$ cat config.mk
export PLATFORM = sky130hd
export DESIGN_NAME = wide_mag_cmp
export DESIGN_NICKNAME = d
export VERILOG_FILES = /design/src/rtl/wide_cmp_pkg.sv /design/src/rtl/cmp_slice.sv /design/src/rtl/cmp_group_stage.sv /design/src/rtl/cmp_merge_stage.sv /design/src/rtl/wide_mag_cmp.sv
export SDC_FILE = /design/constraint.sdc
export NUM_CORES = 1
export LEC_CHECK = 0
export BUFFER_PORTS_ARGS = -buffer_cell sky130_fd_sc_hd__buf_4
export CORE_ASPECT_RATIO = 0.6
export CORE_MARGIN = 8
export CORE_UTILIZATION = 45
export DETAILED_ROUTE_END_ITERATION = 8
export PLACE_DENSITY = 0.95
export SLEW_MARGIN = 20
export SYNTH_ARGS = -nofsm -noshare
export SYNTH_HDL_FRONTEND = slang
export SYNTH_SLANG_ARGS = --single-unit
export TNS_END_PERCENT = 1
$ cat constraint.sdc
create_clock -name clk -period 4.9 [get_ports clk]
set_clock_uncertainty 0.05 [all_clocks]
set_input_delay 0.245 -clock clk [delete_from_list [all_inputs] [get_ports clk]]
set_output_delay 0.245 -clock clk [all_outputs]
set_load 0.1 [all_outputs]
$ cat src/rtl/wide_cmp_pkg.sv
package wide_cmp_pkg;

  localparam int unsigned SLICE_W = 4;
  localparam int unsigned GROUP_W = SLICE_W + 1;

  // first group is a plain 4-bit slice, every other group is 5 bits
  function automatic int unsigned grp_count(input int unsigned w);
    if (w <= SLICE_W) return 1;
    return 1 + (w - SLICE_W + GROUP_W - 1) / GROUP_W;
  endfunction

  function automatic int unsigned padded_w(input int unsigned w);
    return SLICE_W + GROUP_W * (grp_count(w) - 1);
  endfunction

  function automatic int unsigned merge_count(input int unsigned groups);
    return (groups + SLICE_W - 1) / SLICE_W;
  endfunction

  typedef struct packed {
    logic gt;
    logic eq;
    logic lt;
  } cmp_flags_t;

endpackage

$ cat src/rtl/cmp_slice.sv
module cmp_slice
  import wide_cmp_pkg::*;
(
  input  logic [SLICE_W-1:0] a,
  input  logic [SLICE_W-1:0] b,
  input  cmp_flags_t         cin,
  output cmp_flags_t         cout
);

  always_comb begin
    cout = '0;
    if (a > b) begin
      cout.gt = 1'b1;
    end else if (a < b) begin
      cout.lt = 1'b1;
    end else if (cin.eq) begin
      cout.eq = 1'b1;
    end else begin
      // feed-forward behaviour with equal-in low
      cout.gt = ~cin.lt;
      cout.lt = ~cin.gt;
    end
  end

endmodule

$ cat src/rtl/cmp_group_stage.sv
module cmp_group_stage
  import wide_cmp_pkg::*;
#(
  parameter int unsigned W = 32,
  localparam int unsigned NG = grp_count(W),
  localparam int unsigned PW = padded_w(W)
) (
  input  logic [PW-1:0] a_pad,
  input  logic [PW-1:0] b_pad,
  output logic [NG-1:0] grp_gt,
  output logic [NG-1:0] grp_lt
);

  localparam cmp_flags_t SERIAL_TIE = '{gt: 1'b0, eq: 1'b1, lt: 1'b0};

  for (genvar g = 0; g < NG; g++) begin : g_grp
    cmp_flags_t res;
    if (g == 0) begin : g_serial
      cmp_slice u_slice (
        .a    (a_pad[SLICE_W-1:0]),
        .b    (b_pad[SLICE_W-1:0]),
        .cin  (SERIAL_TIE),
        .cout (res)
      );
    end else begin : g_five
      localparam int unsigned BASE = SLICE_W + GROUP_W * (g - 1);
      cmp_flags_t extra;
      always_comb begin
        extra.gt = a_pad[BASE];
        extra.eq = 1'b0;
        extra.lt = b_pad[BASE];
      end
      cmp_slice u_slice (
        .a    (a_pad[BASE+1 +: SLICE_W]),
        .b    (b_pad[BASE+1 +: SLICE_W]),
        .cin  (extra),
        .cout (res)
      );
    end
    assign grp_gt[g] = res.gt;
    assign grp_lt[g] = res.lt;
  end

endmodule

$ cat src/rtl/cmp_merge_stage.sv
module cmp_merge_stage
  import wide_cmp_pkg::*;
#(
  parameter int unsigned NG = 7,
  localparam int unsigned NS = merge_count(NG),
  localparam int unsigned MW = NS * SLICE_W
) (
  input  logic [NG-1:0] grp_gt,
  input  logic [NG-1:0] grp_lt,
  output cmp_flags_t    result
);

  localparam cmp_flags_t SERIAL_TIE = '{gt: 1'b0, eq: 1'b1, lt: 1'b0};

  logic [MW-1:0] gt_ext;
  logic [MW-1:0] lt_ext;
  cmp_flags_t    chain [NS+1];

  assign gt_ext   = MW'(grp_gt);
  assign lt_ext   = MW'(grp_lt);
  assign chain[0] = SERIAL_TIE;

  for (genvar s = 0; s < NS; s++) begin : g_merge
    cmp_slice u_slice (
      .a    (gt_ext[s*SLICE_W +: SLICE_W]),
      .b    (lt_ext[s*SLICE_W +: SLICE_W]),
      .cin  (chain[s]),
      .cout (chain[s+1])
    );
  end

  assign result = chain[NS];

endmodule

$ cat src/rtl/wide_mag_cmp.sv
module wide_mag_cmp
  import wide_cmp_pkg::*;
#(
  parameter int unsigned W = 32
) (
  input  logic         clk,
  input  logic         rst,
  input  logic [W-1:0] a_in,
  input  logic [W-1:0] b_in,
  output logic         gt_o,
  output logic         eq_o,
  output logic         lt_o
);

  localparam int unsigned NG = grp_count(W);
  localparam int unsigned PW = padded_w(W);

  logic [PW-1:0] a_pad;
  logic [PW-1:0] b_pad;
  logic [NG-1:0] grp_gt;
  logic [NG-1:0] grp_lt;
  cmp_flags_t    tree_res;

  assign a_pad = PW'(a_in);
  assign b_pad = PW'(b_in);

  cmp_group_stage #(.W(W)) u_groups (
    .a_pad  (a_pad),
    .b_pad  (b_pad),
    .grp_gt (grp_gt),
    .grp_lt (grp_lt)
  );

  cmp_merge_stage #(.NG(NG)) u_merge (
    .grp_gt (grp_gt),
    .grp_lt (grp_lt),
    .result (tree_res)
  );

  always_ff @(posedge clk) begin
    if (rst) begin
      gt_o <= 1'b0;
      eq_o <= 1'b1;
      lt_o <= 1'b0;
    end else begin
      gt_o <= tree_res.gt;
      eq_o <= tree_res.eq;
      lt_o <= tree_res.lt;
    end
  end

  AST_RESET_STATE: assert property (@(posedge clk)
    $past(rst) |-> (eq_o && !gt_o && !lt_o));

  AST_GT_ORDER: assert property (@(posedge clk) disable iff (rst)
    $past(!rst) |-> (gt_o == ($past(a_in) > $past(b_in))));

  AST_LT_ORDER: assert property (@(posedge clk) disable iff (rst)
    $past(!rst) |-> (lt_o == ($past(a_in) < $past(b_in))));

  AST_EQ_MATCH: assert property (@(posedge clk) disable iff (rst)
    $past(!rst) |-> (eq_o == ($past(a_in) == $past(b_in))));

  AST_ONE_FLAG: assert property (@(posedge clk) disable iff (rst)
    $countones({gt_o, eq_o, lt_o}) == 1);

  AST_LOW_GROUP_EXCL: assert property (@(posedge clk) disable iff (rst)
    !(grp_gt[0] && grp_lt[0]));

endmodule

==> results by group, run 1 <==
Status
  – Outcome: finished clean

Route
  – Vias per inst: 4.82
  – Routed wire length: 2.96 mm
  – Routed Antenna Nets: 0
  – DRT Pass-1 Iters: 4
  – Met1 Wirelength: 1.33 mm
  – Met2 wire len: 1.41 mm
  – DR WL/cell: 12.4 µm
  – DRC: 0
  – DR top layer: met4
  – Number of DRC markers in iteration 0: 21
  – Via count: 1148
  – WL met3: 169 µm

STA
  – Worst-margin pin slew: 0.331 ns
  – Rel. slew slack: 77.8%
  – Final setup TNS: 0 ns
  – Final Setup Violations: 0
  – Final WS setup: 2.57 ns
  – FMAX: 429 MHz
  – Max-slew violations: 0
  – Final Hold Vio Count: 0
  – Fin crit share: 47.6%
  – RSZ-0062 raised after global routing: no
  – Fin crit period: 2.33 ns

Logic synthesis
  – Mapped cell area: 990 µm²
  – Most frequent cell after synthesis: inv_1
  – Number of synthesized flops with an enable pin: 0
  – Syn Nets: 234
  – Post-synthesis compound-gate area fraction: 23.9%
  – XOR/XNOR share of the synthesized area: 0%
  – Simple-gate share of the synthesized area: 15.2%
  – Syn_area_per_cell: 7.28 µm²
  – Register area share after synthesis: 6.07%
  – Adder-cell share of the synthesized area: 40.5%
  – Mapped Cells: 136
  – Post-synth top area cell: ha_1
  – Synth top area share: 40.5%
  – Synth unique cells: 22
  – Largest family of logic cells by synthesized area: adder cells
  – Top post-synthesis cells by area: ha_1, inv_1, dfxtp_1, o21a_1, a21oi_1
  – Mux cell area share after synthesis: 0%
  – Async S/R FF share, synth: 0%
  – Synth Flop Type: dfxtp_1
  – Post-synth top cells: inv_1, ha_1, a21oi_1
  – Register bit total from synthesis: 3
  – Ys Warns: 0

Worst setup path
  – Startpoint Class: primary input
  – Worst stage delay on the critical path: 0.31 ns
  – Worst EP required: 4.98 ns
  – Critical path's top delay family: compound AO/OA/AOI/OAI gates
  – Crit path DAT: 2.41 ns
  – Cell mode on critical path: o21a_1
  – Crit-path slowest cell: ha_1
  – Worst path cell trace: buf_4 > ha_1 > nor2b_1 > o21a_1 > o21ai_0 > a21oi_1 > ha_1 > nor2b_1 > o21a_1 > o21a_1 > o41ai_2
  – WS Path Type: in -> reg
  – WP buf/inv: 1
  – Critical path peak fanout: 4
  – Worst setup EP type: register

Die
  – Die H: 52.3 µm
  – Core ar.: 0.00213 mm²
  – Rows: 13
  – Die W: 76.5 µm
  – Die Footprint: 0.00401 mm²
  – IO Count: 69
  – Initial Utilization: 46.4%

Hold path
  – Hold Path Class: in -> reg

Cells and area
  – Fin cells: 238
  – FF/Latch Area: 60.1 µm²
  – # diodes: 0
  – Area Overhead vs Synth: 59.9%
  – Filler Cells Inserted: 180
  – Final nets: 307
  – Layout cell share with drive strength beyond 1: 35.6%
  – Area occupied by multi-input gates: 787 µm²

GRT
  – Grt ovf: 0
  – First-pass GRT wire length: 4.90 mm
  – Vias in the first global route: 1178
  – Largest net degree at the start of global routing: 5
  – Number of antenna violations at the first check in global routing: 0
  – Tot GR Track Use: 14.5%

CTS
  – Root buf cell: clkbuf_8
  – Post-CTS Setup Repair Bufs: 0
  – Clock sink count: 3
  – Clock Path Buffers: 2
  – Htree depth: 1
  – Post-CTS Hold Fix Bufs: 0
  – Post-cts resize count: 0
  – CTS tree: built
  – Clk pin slew, worst setup/hold paths: 0.04 ns
  – CTS Buf Count: 3

Placed design
  – Final HPWL DP: 2.68 mm
  – Placed Cells: 234
  – Port Buf Inserts: 68
  – Global placer's final weighted congestion: 0.823
  – Post-Place Worst Slack: 2.34 ns

Power and ir drop
  – Pleak: 0.948 nW
  – PD cells: 182 mW/mm²
  – Max VDD drop: 0.129 mV

Flow run
  – Max Cap Violations: 0
[power breakdown]
| group | leakage, nW | internal, W | switching, W | total [W] |
|---|---|---|---|---|
| Clock | 0.0228 | 0.0000558 | 0.0000200 | 0.0000758 |
| Sequential | 0.0251 | 0.0000291 | 0.00000120 | 0.0000303 |
| Combinational | 0.900 | 0.0000843 | 0.0000973 | 0.000182 |
| Total | 0.948 | 0.000169 | 0.000119 | 0.000288 |
[metal layers]
metal | GRT usage (%) | vias to the layer above
li1 | - | 612
met1 | 17.0 | 480
met2 | 26.4 | 52
met3 | 2.91 | 4
met4 | 4.75 | 0
met5 | 0 | -
[area by class of cell]
cell class / count / area share [%]
clock buffer: 4 / 2.85
inverter: 38 / 9.01
multi-input combinational: 95 / 49.7
sequential: 3 / 3.79
tap: 30 / 2.37
timing repair buffer: 68 / 32.3
[sequential cells by signal, summed over array words and instances, names as in the netlist]
name and cells:
eq_o 1, gt_o 1, lt_o 1
[cells by family after synthesis]
family                   count (synthesis)
buffers and inverters                   38
adder cells (fa/ha/maj)                 32
AO/OA/AOI/OAI                           35
flip-flops                               3
AND/OR/NAND/NOR                         28
[per-stage QoR]
stage / cell area (µm²) / util [%] / total power [W] / hold WS, ns
after floorplan: 990 / - / 0.000145 / 0.299
after global placement: 1540 / 72.2 / 0.000206 / 0.410
after detailed placement: 1540 / 72.2 / 0.000211 / 0.411
after CTS: 1580 / 74.3 / 0.000288 / 0.185
after global routing: 1580 / 74.3 / 0.000310 / 0.195
final: 1580 / 74.3 / 0.000288 / 0.184
[worst paths after layout]
| kind | start | to | cells past startpoint |
|---|---|---|---|
| worst max-delay path | a_in[26] | eq_o | 11 |
| worst min-delay path | rst | gt_o | 2 |
[cells in the final DEF (no fill, tap or decap)]
cell type  count
dfxtp_1        3
o211ai_1       1
a21oi_1       11
a31oi_1        2
o21ai_1        1
o21ai_0        5
nand3_1        1
nand4_1        6
and4b_1        1
a21o_1         1
or2_2          1
clkbuf_8       3
nor2b_1        7
buf_4         68
o211a_1        1
nand2_1        3
inv_1         38
o22ai_1        2
o41ai_2        2
o21a_1         8
clkbuf_1       1
and2_1         1
o2111ai_1      1
ha_1          32
nor2_1         8
Note: power is estimated with default switching activity, not from simulation.
==> inputs of run 2 (changes only) <==
CORE_UTILIZATION = 37   (was 45)
PLACE_DENSITY = 0.85   (was 0.95)
clock period = 1.89 ns   (was 4.9 ns; I/O delays follow)
==> results by group, run 2 (synthesis gave the netlist of run 1 again) <==
Status
  – Outcome: complete, but fails checks
  – Failing checks: negative setup slack

Placed design
  – Placed Cells: 239
  – Global placer's final weighted congestion: 0.790
  – Port Buf Inserts: 68
  – Final HPWL DP: 2.63 mm
  – Placed cell areas: 0.00159 mm²

Die
  – IO Count: 69
  – Core ar.: 0.00252 mm²
  – Rows: 14
  – Die Footprint: 0.00464 mm²
  – Initial Utilization: 39.2%
  – Die H: 56.1 µm
  – Die W: 82.8 µm

Power and ir drop
  – Internal: 0.000488 W
  – Combinational share of power: 66.9%
  – Switching Power: 0.000326 W
  – Pleak: 0.997 nW
  – Switching Fraction: 40.1%
  – Max VDD drop: 0.224 mV
  – Clock power share: 23.3%
  – Sequential share of power: 9.8%
  – PD cells: 477 mW/mm²

STA
  – Final setup TNS: -0.347 ns
  – Final Hold Vio Count: 0
  – Worst-margin pin slew: 0.317 ns
  – Final Setup Violations: 3
  – RSZ-0062 raised after global routing: yes
  – Fin crit share: 107%
  – Rel. slew slack: 78.7%
  – Max-slew violations: 0
  – Fin crit period: 2.03 ns
  – Final WS setup: -0.139 ns
  – Final hold slack: 0.0339 ns
  – FMAX: 493 MHz

Hold path
  – WHS Endpoint: gt_o
  – HP Start: rst
  – Hold Path Class: in -> reg
  – Hold Path Depth: 2

Route
  – DR WL/cell: 12.5 µm
  – Vias per inst: 4.91
  – DRC: 0
  – Number of DRC markers in iteration 0: 13
  – DRT Pass-1 Iters: 4
  – Routed wire length: 3.06 mm
  – Via count: 1207
  – Routed Antenna Nets: 0

Worst setup path
  – Crit-path slowest cell: ha_1
  – Worst path cell trace: buf_8 > inv_12 > ha_4 > nor2b_4 > o21a_1 > o21ai_2 > a21oi_2 > ha_1 > nor2b_4 > o21a_1 > o21a_1 > o41ai_2
  – WS Path Type: in -> reg
  – Critical path peak fanout: 3
  – Startpoint Class: primary input
  – Cell mode on critical path: o21a_1
  – Worst stage delay on the critical path: 0.31 ns
  – Crit path DAT: 2.09 ns
  – Worst setup EP type: register
  – Worst EP required: 1.95 ns

GRT
  – First-pass GRT wire length: 4.77 mm
  – Largest net degree at the start of global routing: 5
  – Tot GR Track Use: 12.5%
  – Vias in the first global route: 1164
  – Grt ovf: 0
  – Number of antenna violations at the first check in global routing: 0

Flow run
  – Max Cap Violations: 0

Cells and area
  – Area Overhead vs Synth: 72.4%
  – Final Util: 67.7%
  – Final nets: 313
  – Commonest non-fill, non-tap cells in the layout: buf_4, inv_1, ha_1, a21oi_1
  – # diodes: 0
  – Fin area: 0.00171 mm²
  – Most common cell after layout, fill and taps aside: buf_4
  – Layout cell share with drive strength beyond 1: 42.1%
  – Top Registers: eq_o (1), gt_o (1), lt_o (1)
  – Fin cells: 246

CTS
  – Clk pin slew, worst setup/hold paths: 0.03 ns
  – Htree depth: 1
  – Post-CTS Hold Fix Bufs: 0
  – Root buf cell: clkbuf_8
  – CTS Buf Count: 3
  – Clock sink count: 3
  – CTS tree: built
  – Clock Path Buffers: 2
run 2: worst max-delay path: cells and delay by family:
| family | cells | cell delay (ns) |
|---|---|---|
| AOI/OAI and AO/OA | 6 | 1.10 |
| adders and majority gates | 2 | 0.49 |
| buffers and inverters | 2 | 0.15 |
| and+or+nand+nor | 2 | 0.25 |
run 2: power by group through the flow:
stage	Combinational, W	Sequential, W	Clock [W]
after CTS	0.000525	0.0000794	0.000190
after detailed placement	0.000488	0.0000803	0
after global placement	0.000477	0.0000796	0
final	0.000544	0.0000794	0.000190
after floorplan	0.000215	0.000165	0
after global routing	0.000595	0.0000798	0.000196
run 2: worst max path at each step:
stage / depth (start not counted) / slack, ns / endpoint / startpoint
after CTS: 12 / -0.16 / eq_o / b_in[26]
after floorplan: 11 / -0.15 / eq_o / b_in[26]
final: 12 / -0.14 / eq_o / b_in[26]
after global routing: 12 / -0.20 / eq_o / b_in[26]
after detailed placement: 12 / -0.45 / eq_o / b_in[26]
after global placement: 10 / -0.38 / eq_o / a_in[16]
run 2: cell type report:
type | instances | area (µm²)
clock buffers | 4 | 45.0
repair buffers | 74 | 567
inverters | 38 | 155
fillers | 222 | 816
multi-input cells | 95 | 840
well taps | 32 | 40.0
flip-flops and latches | 3 | 60.1
run 2: timing repair:
action,in CTS,in global routing
resized for setup,12,4
setup buffers,2,1
endpoints found under the hold margin,0,0
pin swaps,8,4
endpoints found under the setup margin,3,3
run 2: stage by stage:
stage	worst slack (ns)	power (W)
6_report	-0.139	0.000814
2_1_floorplan	-0.146	0.000380
3_3_place_gp	-0.383	0.000556
5_1_grt	-0.195	0.000871
4_1_cts	-0.164	0.000795
3_5_place_dp	-0.446	0.000569
run 2: metal layers:
metal  GRT usage (%)  share of wire, %
met1            15.7                45
met2            20.0                45
met3            1.77               9.0
met4            5.87               1.7
met5               0                 0
